`src/rtl/seg_addr_pkg.sv`:
```
package seg_addr_pkg;
  typedef enum logic [1:0] {
    SEG_ES = 2'd0,
    SEG_CS = 2'd1,
    SEG_SS = 2'd2,
    SEG_DS = 2'd3
  } seg_id_e;

  typedef enum logic [1:0] {
    ACC_FETCH = 2'd0,
    ACC_DATA  = 2'd1,
    ACC_PUSH  = 2'd2,
    ACC_POP   = 2'd3
  } acc_kind_e;

  localparam logic [2:0] WSEL_IP = 3'd4;
  localparam logic [2:0] WSEL_SP = 3'd5;
  localparam int NUM_SEG = 4;
endpackage

```
`src/rtl/seg_regfile.sv`:
```
module seg_regfile
  import seg_addr_pkg::*;
#(
  parameter int SEG_W   = 16,
  parameter int SP_STEP = 2
) (
  input  logic                            clk,
  input  logic                            rst,
  input  logic                            wr_en,
  input  logic [2:0]                      wr_sel,
  input  logic [SEG_W-1:0]                wr_data,
  input  logic                            sp_dec,
  input  logic                            sp_inc,
  output logic [NUM_SEG-1:0][SEG_W-1:0]   segs,
  output logic [SEG_W-1:0]                ip_q,
  output logic [SEG_W-1:0]                sp_q
);
  localparam logic [SEG_W-1:0] STEP_V = SEG_W'(SP_STEP);

  logic sp_wr;
  assign sp_wr = wr_en && (wr_sel == WSEL_SP);

  for (genvar g = 0; g < NUM_SEG; g++) begin : g_seg
    localparam logic [SEG_W-1:0] RST_V = (g == int'(SEG_CS)) ? '1 : '0;
    always_ff @(posedge clk) begin
      if (rst)
        segs[g] <= RST_V;
      else if (wr_en && (wr_sel == 3'(g)))
        segs[g] <= wr_data;
    end
  end

  always_ff @(posedge clk) begin
    if (rst)
      ip_q <= '0;
    else if (wr_en && (wr_sel == WSEL_IP))
      ip_q <= wr_data;
  end

  always_ff @(posedge clk) begin
    if (rst)
      sp_q <= '0;
    else if (sp_wr)
      sp_q <= wr_data;
    else if (sp_dec)
      sp_q <= sp_q - STEP_V;
    else if (sp_inc)
      sp_q <= sp_q + STEP_V;
  end


  push_step_chk: assert property (@(posedge clk) disable iff (rst)
    (sp_dec && !sp_wr) |=> (sp_q == $past(sp_q) - STEP_V));


  pop_step_chk: assert property (@(posedge clk) disable iff (rst)
    (sp_inc && !sp_wr) |=> (sp_q == $past(sp_q) + STEP_V));


  sp_hold_chk: assert property (@(posedge clk) disable iff (rst)
    (!sp_dec && !sp_inc && !sp_wr) |=> $stable(sp_q));


  reset_val_chk: assert property (@(posedge clk)
    rst |=> (segs[SEG_CS] == '1 && ip_q == '0 && sp_q == '0));
endmodule

```
`src/rtl/seg_sel.sv`:
```
module seg_sel
  import seg_addr_pkg::*;
#(
  parameter int SEG_W   = 16,
  parameter int SP_STEP = 2
) (
  input  logic [1:0]                      acc_kind,
  input  logic                            ovr_en,
  input  logic [1:0]                      ovr_sel,
  input  logic [NUM_SEG-1:0][SEG_W-1:0]   segs,
  input  logic [SEG_W-1:0]                ip_q,
  input  logic [SEG_W-1:0]                sp_q,
  input  logic [SEG_W-1:0]                eff_addr,
  output logic [SEG_W-1:0]                base,
  output logic [SEG_W-1:0]                offset
);
  localparam logic [SEG_W-1:0] STEP_V = SEG_W'(SP_STEP);

  always_comb begin
    unique case (acc_kind)
      ACC_FETCH: begin
        base   = segs[SEG_CS];
        offset = ip_q;
      end
      ACC_PUSH: begin
        base   = segs[SEG_SS];
        offset = sp_q - STEP_V;
      end
      ACC_POP: begin
        base   = segs[SEG_SS];
        offset = sp_q;
      end
      default: begin
        base   = ovr_en ? segs[ovr_sel] : segs[SEG_DS];
        offset = eff_addr;
      end
    endcase
  end
endmodule

```
`src/rtl/phys_adder.sv`:
```
module phys_adder #(
  parameter int SEG_W = 16,
  parameter int SHIFT = 4,
  localparam int PA_W = SEG_W + SHIFT
) (
  input  logic [SEG_W-1:0] base,
  input  logic [SEG_W-1:0] offset,
  output logic [PA_W-1:0]  addr
);
  logic [PA_W-1:0] base_sh;
  assign base_sh = {base, {SHIFT{1'b0}}};
  assign addr    = base_sh + PA_W'(offset);
endmodule

```
`src/rtl/seg_addr_gen.sv`:
```
module seg_addr_gen
  import seg_addr_pkg::*;
#(
  parameter int SEG_W   = 16,
  parameter int SHIFT   = 4,
  parameter int SP_STEP = 2,
  localparam int PA_W   = SEG_W + SHIFT
) (
  input  logic             clk,
  input  logic             rst,
  input  logic             acc_valid,
  input  logic [1:0]       acc_kind,
  input  logic             seg_ovr_en,
  input  logic [1:0]       seg_ovr_sel,
  input  logic [SEG_W-1:0] eff_addr,
  input  logic             wr_en,
  input  logic [2:0]       wr_sel,
  input  logic [SEG_W-1:0] wr_data,
  output logic [PA_W-1:0]  phys_addr,
  output logic [SEG_W-1:0] cs_q,
  output logic [SEG_W-1:0] ds_q,
  output logic [SEG_W-1:0] es_q,
  output logic [SEG_W-1:0] ss_q,
  output logic [SEG_W-1:0] ip_q,
  output logic [SEG_W-1:0] sp_q
);
  logic [NUM_SEG-1:0][SEG_W-1:0] segs;
  logic [SEG_W-1:0] base, offset;
  logic sp_dec, sp_inc;

  assign sp_dec = acc_valid && (acc_kind == ACC_PUSH);
  assign sp_inc = acc_valid && (acc_kind == ACC_POP);

  seg_regfile #(.SEG_W(SEG_W), .SP_STEP(SP_STEP)) u_regs (
    .clk(clk), .rst(rst), .wr_en(wr_en), .wr_sel(wr_sel), .wr_data(wr_data),
    .sp_dec(sp_dec), .sp_inc(sp_inc), .segs(segs), .ip_q(ip_q), .sp_q(sp_q)
  );

  seg_sel #(.SEG_W(SEG_W), .SP_STEP(SP_STEP)) u_sel (
    .acc_kind(acc_kind), .ovr_en(seg_ovr_en), .ovr_sel(seg_ovr_sel),
    .segs(segs), .ip_q(ip_q), .sp_q(sp_q), .eff_addr(eff_addr),
    .base(base), .offset(offset)
  );

  phys_adder #(.SEG_W(SEG_W), .SHIFT(SHIFT)) u_add (
    .base(base), .offset(offset), .addr(phys_addr)
  );

  assign cs_q = segs[SEG_CS];
  assign ds_q = segs[SEG_DS];
  assign es_q = segs[SEG_ES];
  assign ss_q = segs[SEG_SS];


  fetch_route_chk: assert property (@(posedge clk) disable iff (rst)
    (acc_kind == ACC_FETCH) |->
      (phys_addr - PA_W'({cs_q, {SHIFT{1'b0}}}) == PA_W'(ip_q)));


  cs_write_chk: assert property (@(posedge clk) disable iff (rst)
    (wr_en && wr_sel == 3'd1) |=> (cs_q == $past(wr_data)));


  sp_write_prio_chk: assert property (@(posedge clk) disable iff (rst)
    (wr_en && wr_sel == WSEL_SP) |=> (sp_q == $past(wr_data)));
endmodule

```
`config.mk`:
```
export PLATFORM = sky130hd
export DESIGN_NAME = seg_addr_gen
export DESIGN_NICKNAME = d
export VERILOG_FILES = /design/src/rtl/seg_addr_pkg.sv /design/src/rtl/seg_regfile.sv /design/src/rtl/seg_sel.sv /design/src/rtl/phys_adder.sv /design/src/rtl/seg_addr_gen.sv
export SDC_FILE = /design/constraint.sdc
export NUM_CORES = 1
export LEC_CHECK = 0
export BUFFER_PORTS_ARGS = -buffer_cell sky130_fd_sc_hd__clkbuf_2
export CAP_MARGIN = 20
export CORE_AREA = 2 2 103 114
export DETAILED_ROUTE_END_ITERATION = 8
export DIE_AREA = 0 0 105 116
export PLACE_DENSITY_LB_ADDON = 0.12
export SLEW_MARGIN = 0
export SYNTH_ARGS = -nofsm -noshare
export SYNTH_HDL_FRONTEND = slang
export SYNTH_SLANG_ARGS = --single-unit
```
`constraint.sdc`:
```
create_clock -name clk -period 12.1 [get_ports clk]
set_input_delay 3.63 -clock clk [delete_from_list [all_inputs] [get_ports clk]]
set_output_delay 3.63 -clock clk [all_outputs]
set_load 0.01 [all_outputs]
```
After elaboration in Yosys (flattened, before gate mapping) --
Index checks and enable logic that the tools add are counted.
Word-level totals: register bits 96, input port bits 44, output and inout port bits 116, word-level logic and storage cells 37
Cells by class: add/sub/neg operators 3, order comparisons 1, equality and inequality tests 7, multiplexer cells 8, reductions and logical operators 12
Operator list (number):
- $mux 16 | 5
- $pmux 16 s3 | 1
- $bmux 16 s2 | 1
- $pmux 16 s2 | 1
- $add 20x16->20 | 1
- $add 16x2->16 const B | 1
- $sub 16x2->16 const B | 1
- $logic_and 1x1->1 | 8
- $eq 3x2->1 const B | 2
- $eq 3x3->1 const B | 2
- $eq 2x2->1 const B | 2
- $eq 3x1->1 const B | 1
- $logic_not 3->1 | 1
- $lt 2x3->1 const B | 1
- $reduce_bool 3->1 | 1
- $logic_not 2->1 | 1
- $reduce_or 2->1 | 1

Longest topological paths before layout --
Gate-level depths: netlist of run 1.
word-level depth 5, depth in mapped cells 15, gate-level depth less buffers 15

Hierarchy --
From an unflattened synthesis of run 1, not the netlist that was laid out.
Second synthesis, totals: cell total of the unflattened synthesis 801, area, all modules 6510.0 µm²
Modules (own cells, without submodules):
- seg_regfile | times used 1, cells an instance 515, area each 4194.0 µm², seq. area each 1921.8 µm²
- seg_sel | times used 1, cells an instance 176, area each 1478.9 µm², seq. area each 0.0 µm²
- phys_adder | times used 1, cells an instance 108, area each 820.8 µm², seq. area each 0.0 µm²
- seg_addr_gen | times used 1, cells an instance 2, area each 16.3 µm², seq. area each 0.0 µm²

Least setup slack after synthesis of run 1 --
No wires, ideal clock.
kind input to output, from in seg_ovr_sel[0], to out phys_addr[19], data arrival time 7.067 ns, data required time 8.470 ns, slack 1.403 ns, stages on the path 14, buffers on the path 2, cells stage by stage clkbuf_1 > buf_1 > mux4_2 > mux2i_1 > nand2_1 > o21ai_0 > o21ai_0 > ha_1 > o211ai_1 > o21ai_0 > nor2_1 > o311a_1 > nor4_1 > xnor2_1
Between the ends: longest elaborated chain between the ends 5
RTL lines:
- start: declaration | line seg_addr_gen.sv:14 | input logic [1:0] seg_ovr_sel,
- $bmux 16 s2 | line seg_sel.sv:34 | base = ovr_en ? segs[ovr_sel] : segs[SEG_DS];
- $mux 16 (implied by the code) | line seg_sel.sv:34
- $mux 16 | line seg_sel.sv:34
- $pmux 16 s2 | line seg_sel.sv:20 | unique case (acc_kind)
- $add 20x16->20 | line phys_adder.sv:12 | assign addr = base_sh + PA_W'(offset);
- end: declaration | line seg_addr_gen.sv:19 | output logic [PA_W-1:0] phys_addr,
No other way between the ends. The select of a mux whose other input is x is not followed.

Worst setup path in the final report of run 1 --
from in acc_kind[0], to out phys_addr[19]
Between the ends: longest elaborated chain between the ends 4, elaborated cells on any way between the ends 7, classes of those cells add/sub: 1; eq/ne: 2; mux: 2; reduce/logical: 2
RTL lines:
- start: declaration | line seg_addr_gen.sv:12 | input logic [1:0] acc_kind,
- $eq 2x2->1 | line seg_sel.sv:20
- $reduce_or 2->1 (no line)
- $pmux 16 s2 | line seg_sel.sv:20
- $add 20x16->20 (*) | line phys_adder.sv:12
Mark *: on every way between the ends. The rest lies on a longest branch, timed or not.

==> results_dict.tcl, run 1 <==
set metrics [dict create \
    status "completed" \
    peakVddDrop_v 0.00009466 \
    syn_area_per_cell_um2 7.817 \
    die_x_um 105 \
    final_common_cell "nand2_1" \
    end_kind "output pin" \
    r2r-start "u_regs.sp_q[1]" \
    netlist_instances 732 \
    ys_ff_latch 96 \
    syn_to_final_growth_pct 20.36 \
    drt_iter0_markers 484 \
    synth_top_family_by_area "simple AND/OR/NAND/NOR gates" \
    mostFrequentLayoutCells "nand2_1 (180), clkbuf_2 (158), dfxtp_1 (96)" \
    clk_latency_ns 0.35 \
    antenna_found_initial 0 \
    dr.pass1.iters 5 \
    synth.net_count 791 \
    synth_top_cell_by_area "dfxtp_1" \
    ff2ff_path_depth 8 \
    rows 40 \
    maxClockFrequency_mhz 91.26 \
    dp_hpwl_mm 13.43 \
    hold_end "u_regs.ip_q[1]" \
    grt_pass1_vias 5422 \
    path_clk_slew_ns 0.07 \
    cts-buffers-inserted 9 \
    drv_cap 0 \
    hold_path_depth 2 \
    gr-usage-all-layers_pct 30.51 \
    wl_per_cell_um 18.33 \
    yosysWarnings 0 \
    layout-drive-gt1-share_pct 24.33 \
    critPathLaunch "acc_kind[0]" \
    period_needed_ns 10.96 \
    ios 160 \
    grt_pass1_wl_mm 28.95 \
    slew_violations 0 \
    syn_area_um2 5722 \
    final_nets 917 \
    synthDominantCellAreaShare_pct 33.59 \
    finalWeightedCongestion 0.9357 \
    post_cts_buffers 0 \
    crit_required_ns 8.47 \
    cts_resized 0 \
    power.density_nw_per_um2 122.1 \
    synth_compound_area_share_pct 19.86 \
    wirelength_mm 18.51 \
    ys_async_sr_fraction_pct 0 \
    power.total_uw 840.9 \
    port_buffers 159 \
    tightest_slew_ns 1.042 \
    drc 0 \
    core_um2 10910 \
    clockBufferDepth 2 \
    seq_area_frac_synth_pct 33.59 \
    setup_violations 0 \
    r2r_setup_slack_ns 9.37 \
    p_leak_nw 2.866 \
    finalHoldViolations 0 \
    overflow 0 \
    min_path_type "reg -> reg" \
    finalSetupTns_ns 0 \
    cts_tree "yes" \
    via_per_inst 5.814 \
    hold_buffers 0 \
    regToRegEndpoint "u_regs.sp_q[15]" \
    crit_fanout 13 \
    rsz0062_at_grt "no" \
    initial_core_util_pct 52.44 \
    worst_setup_path_start_kind "primary input" \
    grt_max_degree 97 \
    finClkSkew_ns 0.004426 \
    finalCritPeriodShare_pct 90.56 \
    synthMuxAreaShare_pct 10.93 \
    synth-adder-area-share_pct 3.411 \
    hold_start "u_regs.ip_q[1]" \
    synth_edf_count 0 \
    cp_data_arrival_time_ns 7.33 \
    critical_path_class "in -> out" \
    ant_nets 0 \
    ys.flop_type "dfxtp_1" \
    cts.sink_count 96 \
    synth-simple-area-share_pct 22.06 \
    dieArea_um2 12180 \
    die_height_um 116 \
    synth_xor_area_share_pct 6.123 \
    diodes 0 \
    vias 5872 \
    synth.area.top_cells "dfxtp_1 (34%), nand2_1 (12%), a21oi_1 (7.1%)" \
    slew_headroom_pct 30.51 \
    htreeDepth 3 \
    yosysUniqueCellTypes 50 \
    cts_root_buffer "clkbuf_16" \
]
-- how the worst max path moves through the flow --
stage | to | slack [ns] | depth (start not counted)
finish | phys_addr[19] | 1.14 | 14
global route | phys_addr[19] | 0.81 | 14
CTS | phys_addr[19] | 1.14 | 14
detailed placement | phys_addr[19] | 1.15 | 14
global placement | phys_addr[19] | 1.25 | 14
floorplan | phys_addr[19] | 1.40 | 14
-- area by class of cell --
| type | count | area, um2 |
|---|---|---|
| clock buffer | 12 | 256.5 |
| clock inverter | 4 | 51.30 |
| fill | 1008 | 4024 |
| inverter | 6 | 22.52 |
| multi-input combinational | 577 | 3580 |
| sequential | 96 | 1922 |
| tap | 147 | 183.9 |
| timing repair buffer | 168 | 870.8 |
-- worst max-delay path: stages --
cell and delay (ns):
clkbuf_2 0.25, or4b_4 0.59, or3_2 0.45, xnor2_1 0.14, nand2_1 0.07, o21ai_0 0.12, ha_1 0.40, o211ai_1 0.10
o21ai_0 0.36, nor2_1 0.09, o311a_1 0.42, nor4_1 0.40, xnor2_1 0.16, clkbuf_2 0.15
-- logic make-up after synthesis --
group	after synthesis
xor+xnor	40
compound gates	191
mux	45
fa+ha+maj	15
flops	96
buf+inv	59
simple gates	286
-- where the power goes --
group,internal (mW),switching [mW],leakage (nW)
combinational,0.0825,0.119,1.94
clock,0.172,0.124,0.149
sequential,0.327,0.0165,0.779
-- flip-flops by register name, summed over array words and instances, names as in the netlist --
| signal | cells |
|---|---|
| u_regs.ip_q | 16 |
| u_regs.segs | 64 |
| u_regs.sp_q | 16 |
-- stage by stage --
| stage | cells | cell area [um2] | setup WS, ns | utilization, % | hold WS [ns] |
|---|---|---|---|---|---|
| global route | 1010 | 6887 | 0.8110 | 63.12 | 0.4957 |
| detailed placement | 993 | 6571 | 1.150 | 60.23 | 0.4638 |
| finish | 1010 | 6887 | 1.142 | 63.12 | 0.4732 |
| CTS | 1009 | 6879 | 1.143 | 63.05 | 0.4729 |
| floorplan | 732 | 5722 | 1.403 | - | 0.4883 |
| global placement | 992 | 6556 | 1.250 | 60.09 | 0.4578 |
-- synth_stat cells (14+ instances only) --
cell type,instances
dfxtp_1,96
mux4_2,14
o21ai_0,51
nor2b_1,21
nand2_1,180
a211o_1,16
ha_1,14
clkbuf_1,44
mux2i_1,31
a211oi_1,18
a21oi_1,81
nor2_1,34
xnor2_1,24
xor2_1,16
-- metal layers --
layer | up-vias | share of wire (%) | GRT usage [%]
li1 | 2807 | - | -
met5 | - | 0 | 0
met4 | 0 | 2.6 | 12.18
met1 | 2747 | 42 | 40.06
met2 | 280 | 47 | 50.09
met3 | 38 | 7.7 | 5.681
No activity file was read; power rests on OpenSTA's default activity.
==> inputs of run 2 (changes only) <==
CTS_BUF_LIST = sky130_fd_sc_hd__clkbuf_16   (was default)
==> results_dict.tcl, run 2 (synthesized netlist as in run 1, its figures left out) <==
set metrics [dict create \
    status "completed" \
    cp_data_arrival_time_ns 7.31 \
    mostFrequentLayoutCells "nand2_1 (180), clkbuf_2 (158), dfxtp_1 (96)" \
    finalWeightedCongestion 0.9357 \
    ff2ff_path_depth 8 \
    path_cells "clkbuf_2, or4b_4, or3_2, xnor2_1, nand2_1, o21ai_0, ha_1, o211ai_1, o21ai_0, nor2_1, o311a_1, nor4_1, xnor2_1, clkbuf_2" \
    wl_per_cell_um 18.22 \
    hold_end "u_regs.ip_q[0]" \
    hold_start "u_regs.ip_q[0]" \
    finClkSkew_ns 0.008549 \
    comb_power_share_pct 24.4 \
    post_cts_buffers 0 \
    antenna_found_initial 0 \
    wirelength_mm 18.40 \
    tightest_slew_ns 1.032 \
    die_x_um 105 \
    htreeDepth 3 \
    seqPwrFrac_pct 41.5 \
    port_buffers 159 \
    cts-buffers-inserted 9 \
    cpPeakStageDelay_ns 0.59 \
    cts_tree "yes" \
    p_leak_nw 2.859 \
    clkPwrFrac_pct 34.1 \
    via_per_inst 5.796 \
    dp_hpwl_mm 13.43 \
    critical_path_class "in -> out" \
    slew_headroom_pct 31.19 \
    cts_resized 0 \
    cts.sink_count 96 \
    grt_max_degree 97 \
    vias 5854 \
    min_path_type "reg -> reg" \
    r2r_setup_slack_ns 9.39 \
    finalCritPeriodShare_pct 90.42 \
    layout-drive-gt1-share_pct 24.10 \
    rsz0062_at_grt "no" \
    path_clk_slew_ns 0.06 \
    final_nets 917 \
    hold_buffers 0 \
    stdcell_count 1010 \
    finalSetupTns_ns 0 \
    setup_violations 0 \
    ios 160 \
    period_needed_ns 10.94 \
    place_ws_ns 1.150 \
    crit_required_ns 8.47 \
    largest_register_ffs 64 \
    swShare_pct 31.33 \
    diodes 0 \
    dp.cells 993 \
    dr.pass1.iters 6 \
    regToRegEndpoint "u_regs.sp_q[15]" \
    power.total_uw 826.5 \
    final_util_pct 62.94 \
    grt_pass1_wl_mm 28.86 \
    power_switching_uw 258.9 \
    slowest_stage "or4b_4" \
    end_kind "output pin" \
    dieArea_um2 12180 \
    timing.hold.ws_ns 0.4728 \
    drt_iter0_markers 468 \
    die_height_um 116 \
    rows 40 \
    power.internal_uw 567.6 \
    top_regs "u_regs.segs: 64 flops, u_regs.ip_q: 16 flops, u_regs.sp_q: 16 flops" \
    drc 0 \
    grt_pass1_vias 5407 \
    slew_violations 0 \
    syn_to_final_growth_pct 20.01 \
    drv_cap 0 \
    dpl_cell_area_um2 6571 \
    cts_root_buffer "clkbuf_16" \
    core_um2 10910 \
    finalHoldViolations 0 \
    top_register "u_regs.segs" \
    power.density_nw_per_um2 120.4 \
    maxClockFrequency_mhz 91.40 \
    clockBufferDepth 2 \
    overflow 0 \
    hold_path_depth 2 \
    gr-usage-all-layers_pct 30.38 \
    peakVddDrop_v 0.00009412 \
    clk_latency_ns 0.35 \
    initial_core_util_pct 52.44 \
    r2r-start "u_regs.sp_q[1]" \
    finalInstanceArea_um2 6867 \
    final_common_cell "nand2_1" \
    ant_nets 0 \
    worst_setup_path_start_kind "primary input" \
    worst_slack_ns 1.159 \
    crit_fanout 13 \
]
## run 2: power groups by stage
stage | sequential (mW) | clock (mW) | combinational, mW
floorplan | 0.348 | 0 | 0.130
global placement | 0.349 | 0 | 0.197
detailed placement | 0.350 | 0 | 0.199
CTS | 0.343 | 0.284 | 0.201
global route | 0.345 | 0.297 | 0.221
finish | 0.343 | 0.282 | 0.201
## run 2: worst max path at each step
stage,from,end,slack (ns),cells past startpoint
3_3_place_gp,acc_kind[0],phys_addr[19],1.25,14
4_1_cts,seg_ovr_sel[0],phys_addr[19],1.14,14
3_5_place_dp,seg_ovr_sel[0],phys_addr[19],1.15,14
2_1_floorplan,seg_ovr_sel[0],phys_addr[19],1.40,14
6_report,acc_kind[0],phys_addr[19],1.16,14
5_1_grt,acc_kind[0],phys_addr[19],0.82,14
## run 2: final cells by class
class / instances / area [um2]
clock buffer: 9 / 225.2
clock inverter: 7 / 62.56
fill: 1007 / 4044
inverter: 6 / 22.52
multi-input combinational: 577 / 3580
sequential: 96 / 1922
tap: 147 / 183.9
timing repair buffer: 168 / 870.8
## run 2: layer usage
layer / vias up / wire (um) / global-route usage, %
li1: 2807 / - / -
met1: 2735 / 7811 / 39.61
met3: 37 / 1430 / 5.849
met2: 275 / 8727 / 50.26
met4: 0 / 431 / 11.73
met5: - / 0 / 0
## run 2: critical path: cells and delay by family
| kind | cells | cell delay, ns |
|---|---|---|
| adder cells (fa/ha/maj) | 1 | 0.39 |
| AO/OA/AOI/OAI | 4 | 1.00 |
| XOR/XNOR | 2 | 0.30 |
| AND/OR/NAND/NOR | 5 | 1.59 |
| buffers and inverters | 2 | 0.39 |
==> inputs of run 3 (changes only) <==
ABC_AREA = 1   (was default)
CORE_AREA = 2 2 105 117   (was 2 2 103 114)
DIE_AREA = 0 0 107 119   (was 0 0 105 116)
==> results_dict.tcl, run 3 <==
set metrics [dict create \
    finalCritPeriodShare_pct 88.14 \
    synth_most_common_cell "nand2_1" \
    end_kind "output pin" \
    power.total_uw 853.6 \
    wl_per_cell_um 18.37 \
    dr.pass1.iters 7 \
    worst_setup_path_start_kind "primary input" \
    tightest_slew_ns 1.025 \
    core_um2 11720 \
    antenna_found_initial 0 \
    crit_fanout 26 \
    hold_buffers 0 \
    synth_top_cell_by_area "dfxtp_1" \
    ff_latch_area_um2 1922 \
    ant_nets 0 \
    cts.sink_count 96 \
    multi_input_area_um2 3603 \
    slew_headroom_pct 31.44 \
    top_regs "u_regs.segs: 64 flops, u_regs.ip_q: 16 flops, u_regs.sp_q: 16 flops" \
    syn_to_final_growth_pct 16.66 \
    final_common_cell "nand2_1" \
    vias 7034 \
    dieArea_um2 12730 \
    ios 160 \
    synthTopCellsByCount "nand2_1 (178), nor2_1 (139), o21ai_0 (119), dfxtp_1 (96), a21oi_1 (77)" \
    cts_root_buffer "clkbuf_16" \
    rsz0062_at_grt "no" \
    dp.cells 1208 \
    period_needed_ns 10.67 \
    htreeDepth 3 \
    finClkSkew_ns 0.01673 \
    critical_path_class "in -> out" \
    diodes 0 \
    rows 42 \
    crit_top_cell "nand2_1" \
    clk_latency_ns 0.35 \
    clockBufferDepth 2 \
    layout-drive-gt1-share_pct 19.53 \
    grt_pass1_vias 6205 \
    mostFrequentLayoutCells "nand2_1 (178), clkbuf_2 (159), nor2_1 (139)" \
    slowest_stage "nor2_1" \
    crit_required_ns 8.47 \
    syn_area_per_cell_um2 6.506 \
    largest_register_ffs 64 \
    die_height_um 119 \
    status "completed" \
    drc 0 \
    peakVddDrop_v 0.00008559 \
    drt_iter0_markers 525 \
    gr-usage-all-layers_pct 35.01 \
    yosysWarnings 0 \
    fillCellCount 1201 \
    netlist_instances 941 \
    drv_cap 0 \
    setup_violations 0 \
    initial_core_util_pct 52.24 \
    die_x_um 107 \
    finalWeightedCongestion 0.9931 \
    grt_pass1_wl_mm 34.71 \
    slew_violations 0 \
    p_leak_nw 3.481 \
    ys_async_sr_fraction_pct 0 \
    syn_area_um2 6122 \
    cts-buffers-inserted 9 \
    overflow 0 \
    synth_edf_count 0 \
    stdcell_count 1224 \
    ys_ff_latch 96 \
    finalSetupTns_ns 0 \
    cpPeakStageDelay_ns 0.61 \
    grt_max_degree 90 \
    synthDominantCellAreaShare_pct 31.39 \
    path_clk_slew_ns 0.06 \
    wirelength_mm 22.48 \
    post_cts_buffers 0 \
    ys.flop_type "dfxtp_1" \
    synth.area.top_cells "dfxtp_1 (31%), nand2_1 (11%), o21ai_0 (9.7%)" \
    maxClockFrequency_mhz 93.76 \
    cts_resized 0 \
    cp_data_arrival_time_ns 7.03 \
    via_per_inst 5.747 \
    timing.hold.ws_ns 0.5229 \
    yosysUniqueCellTypes 41 \
    seq_area_frac_synth_pct 31.39 \
    top_register "u_regs.segs" \
    min_path_type "reg -> reg" \
    synth.net_count 1000 \
    final_nets 1124 \
    cts_tree "yes" \
    finalHoldViolations 0 \
    path_cells "clkbuf_2, inv_2, nor2_1, nand3_1, o21ai_0, a21oi_1, a21oi_1, ha_1, nand2_1, inv_1, a21oi_1, nor2_1, nor2_1, o21ai_1, nand2_1, nand2_1, nand2_1, clkbuf_2" \
    power.density_nw_per_um2 119.5 \
    port_buffers 159 \
    dp_hpwl_mm 17.06 \
]
==> run 3: cell count changes after synthesis, moves of 17 or more <==
cell	before	now
clkbuf_1	44	20
xnor2_1	24	5
a211oi_1	18	0
nand3_1	9	60
nor2_1	34	139
inv_1	6	76
mux2i_1	31	0
nor2b_1	21	0
o221ai_1	0	17
o21ai_0	51	119
==> run 3: cells by family (layout without fill, tap and decap cells) <==
kind of cell | count (synthesis) | in the layout | synth area share [%]
flip-flops | 96 | 96 | 31.39
buffers and inverters | 136 | 265 | 9.748
AND/OR/NAND/NOR | 408 | 408 | 28.31
XOR/XNOR | 17 | 17 | 2.432
adder cells (fa/ha/maj) | 15 | 15 | 3.188
AO/OA/AOI/OAI | 269 | 269 | 24.93
==> run 3: worst paths after layout <==
check	from	endpoint	cells after the start	slack, ns
setup / recovery	acc_kind[1]	phys_addr[19]	18	1.44
hold / removal	u_regs.segs[16]	u_regs.segs[16]	2	0.52
setup reg to reg	u_regs.sp_q[6]	u_regs.sp_q[15]	7	10.36
hold reg to reg	u_regs.segs[16]	u_regs.segs[16]	2	0.52
==> run 3: worst max-delay path: cells and delay by family <==
| family | cells | cell delay, ns |
|---|---|---|
| adder cells (fa/ha/maj) | 1 | 0.28 |
| buffers and inverters | 4 | 0.82 |
| AO/OA/AOI/OAI | 5 | 0.93 |
| AND/OR/NAND/NOR | 8 | 1.38 |
==> run 3: final cells by class <==
| type | count | share of cell area, % |
|---|---|---|
| multi-input combinational | 709 | 50.46 |
| sequential | 96 | 26.91 |
| timing repair buffer | 164 | 11.67 |
| inverter | 85 | 4.467 |
| clock buffer | 9 | 3.153 |
| tap | 154 | 2.698 |
| clock inverter | 7 | 0.6482 |
==> run 3: per-stage QoR <==
stage,utilization (%),worst slack [ns],cell area [um2]
after floorplan,-,2.639,6122
after global placement,58.63,1.595,6870
after detailed placement,58.63,1.500,6870
after CTS,60.94,1.496,7142
after global routing,60.94,1.113,7142
final,60.94,1.435,7142
==> run 3: where the power goes <==
| group | switching [mW] | leakage, nW | internal, mW | total, mW |
|---|---|---|---|---|
| logic | 0.150 | 2.56 | 0.0822 | 0.232 |
| clock network | 0.133 | 0.139 | 0.140 | 0.273 |
| registers | 0.0196 | 0.782 | 0.329 | 0.348 |
| total | 0.303 | 3.48 | 0.550 | 0.854 |
==> run 3: metal layers <==
metal	global-route usage (%)	share of wire (%)
met5	0	0
met4	14.29	3.5
met3	5.473	8.0
met2	55.61	47
met1	47.32	41
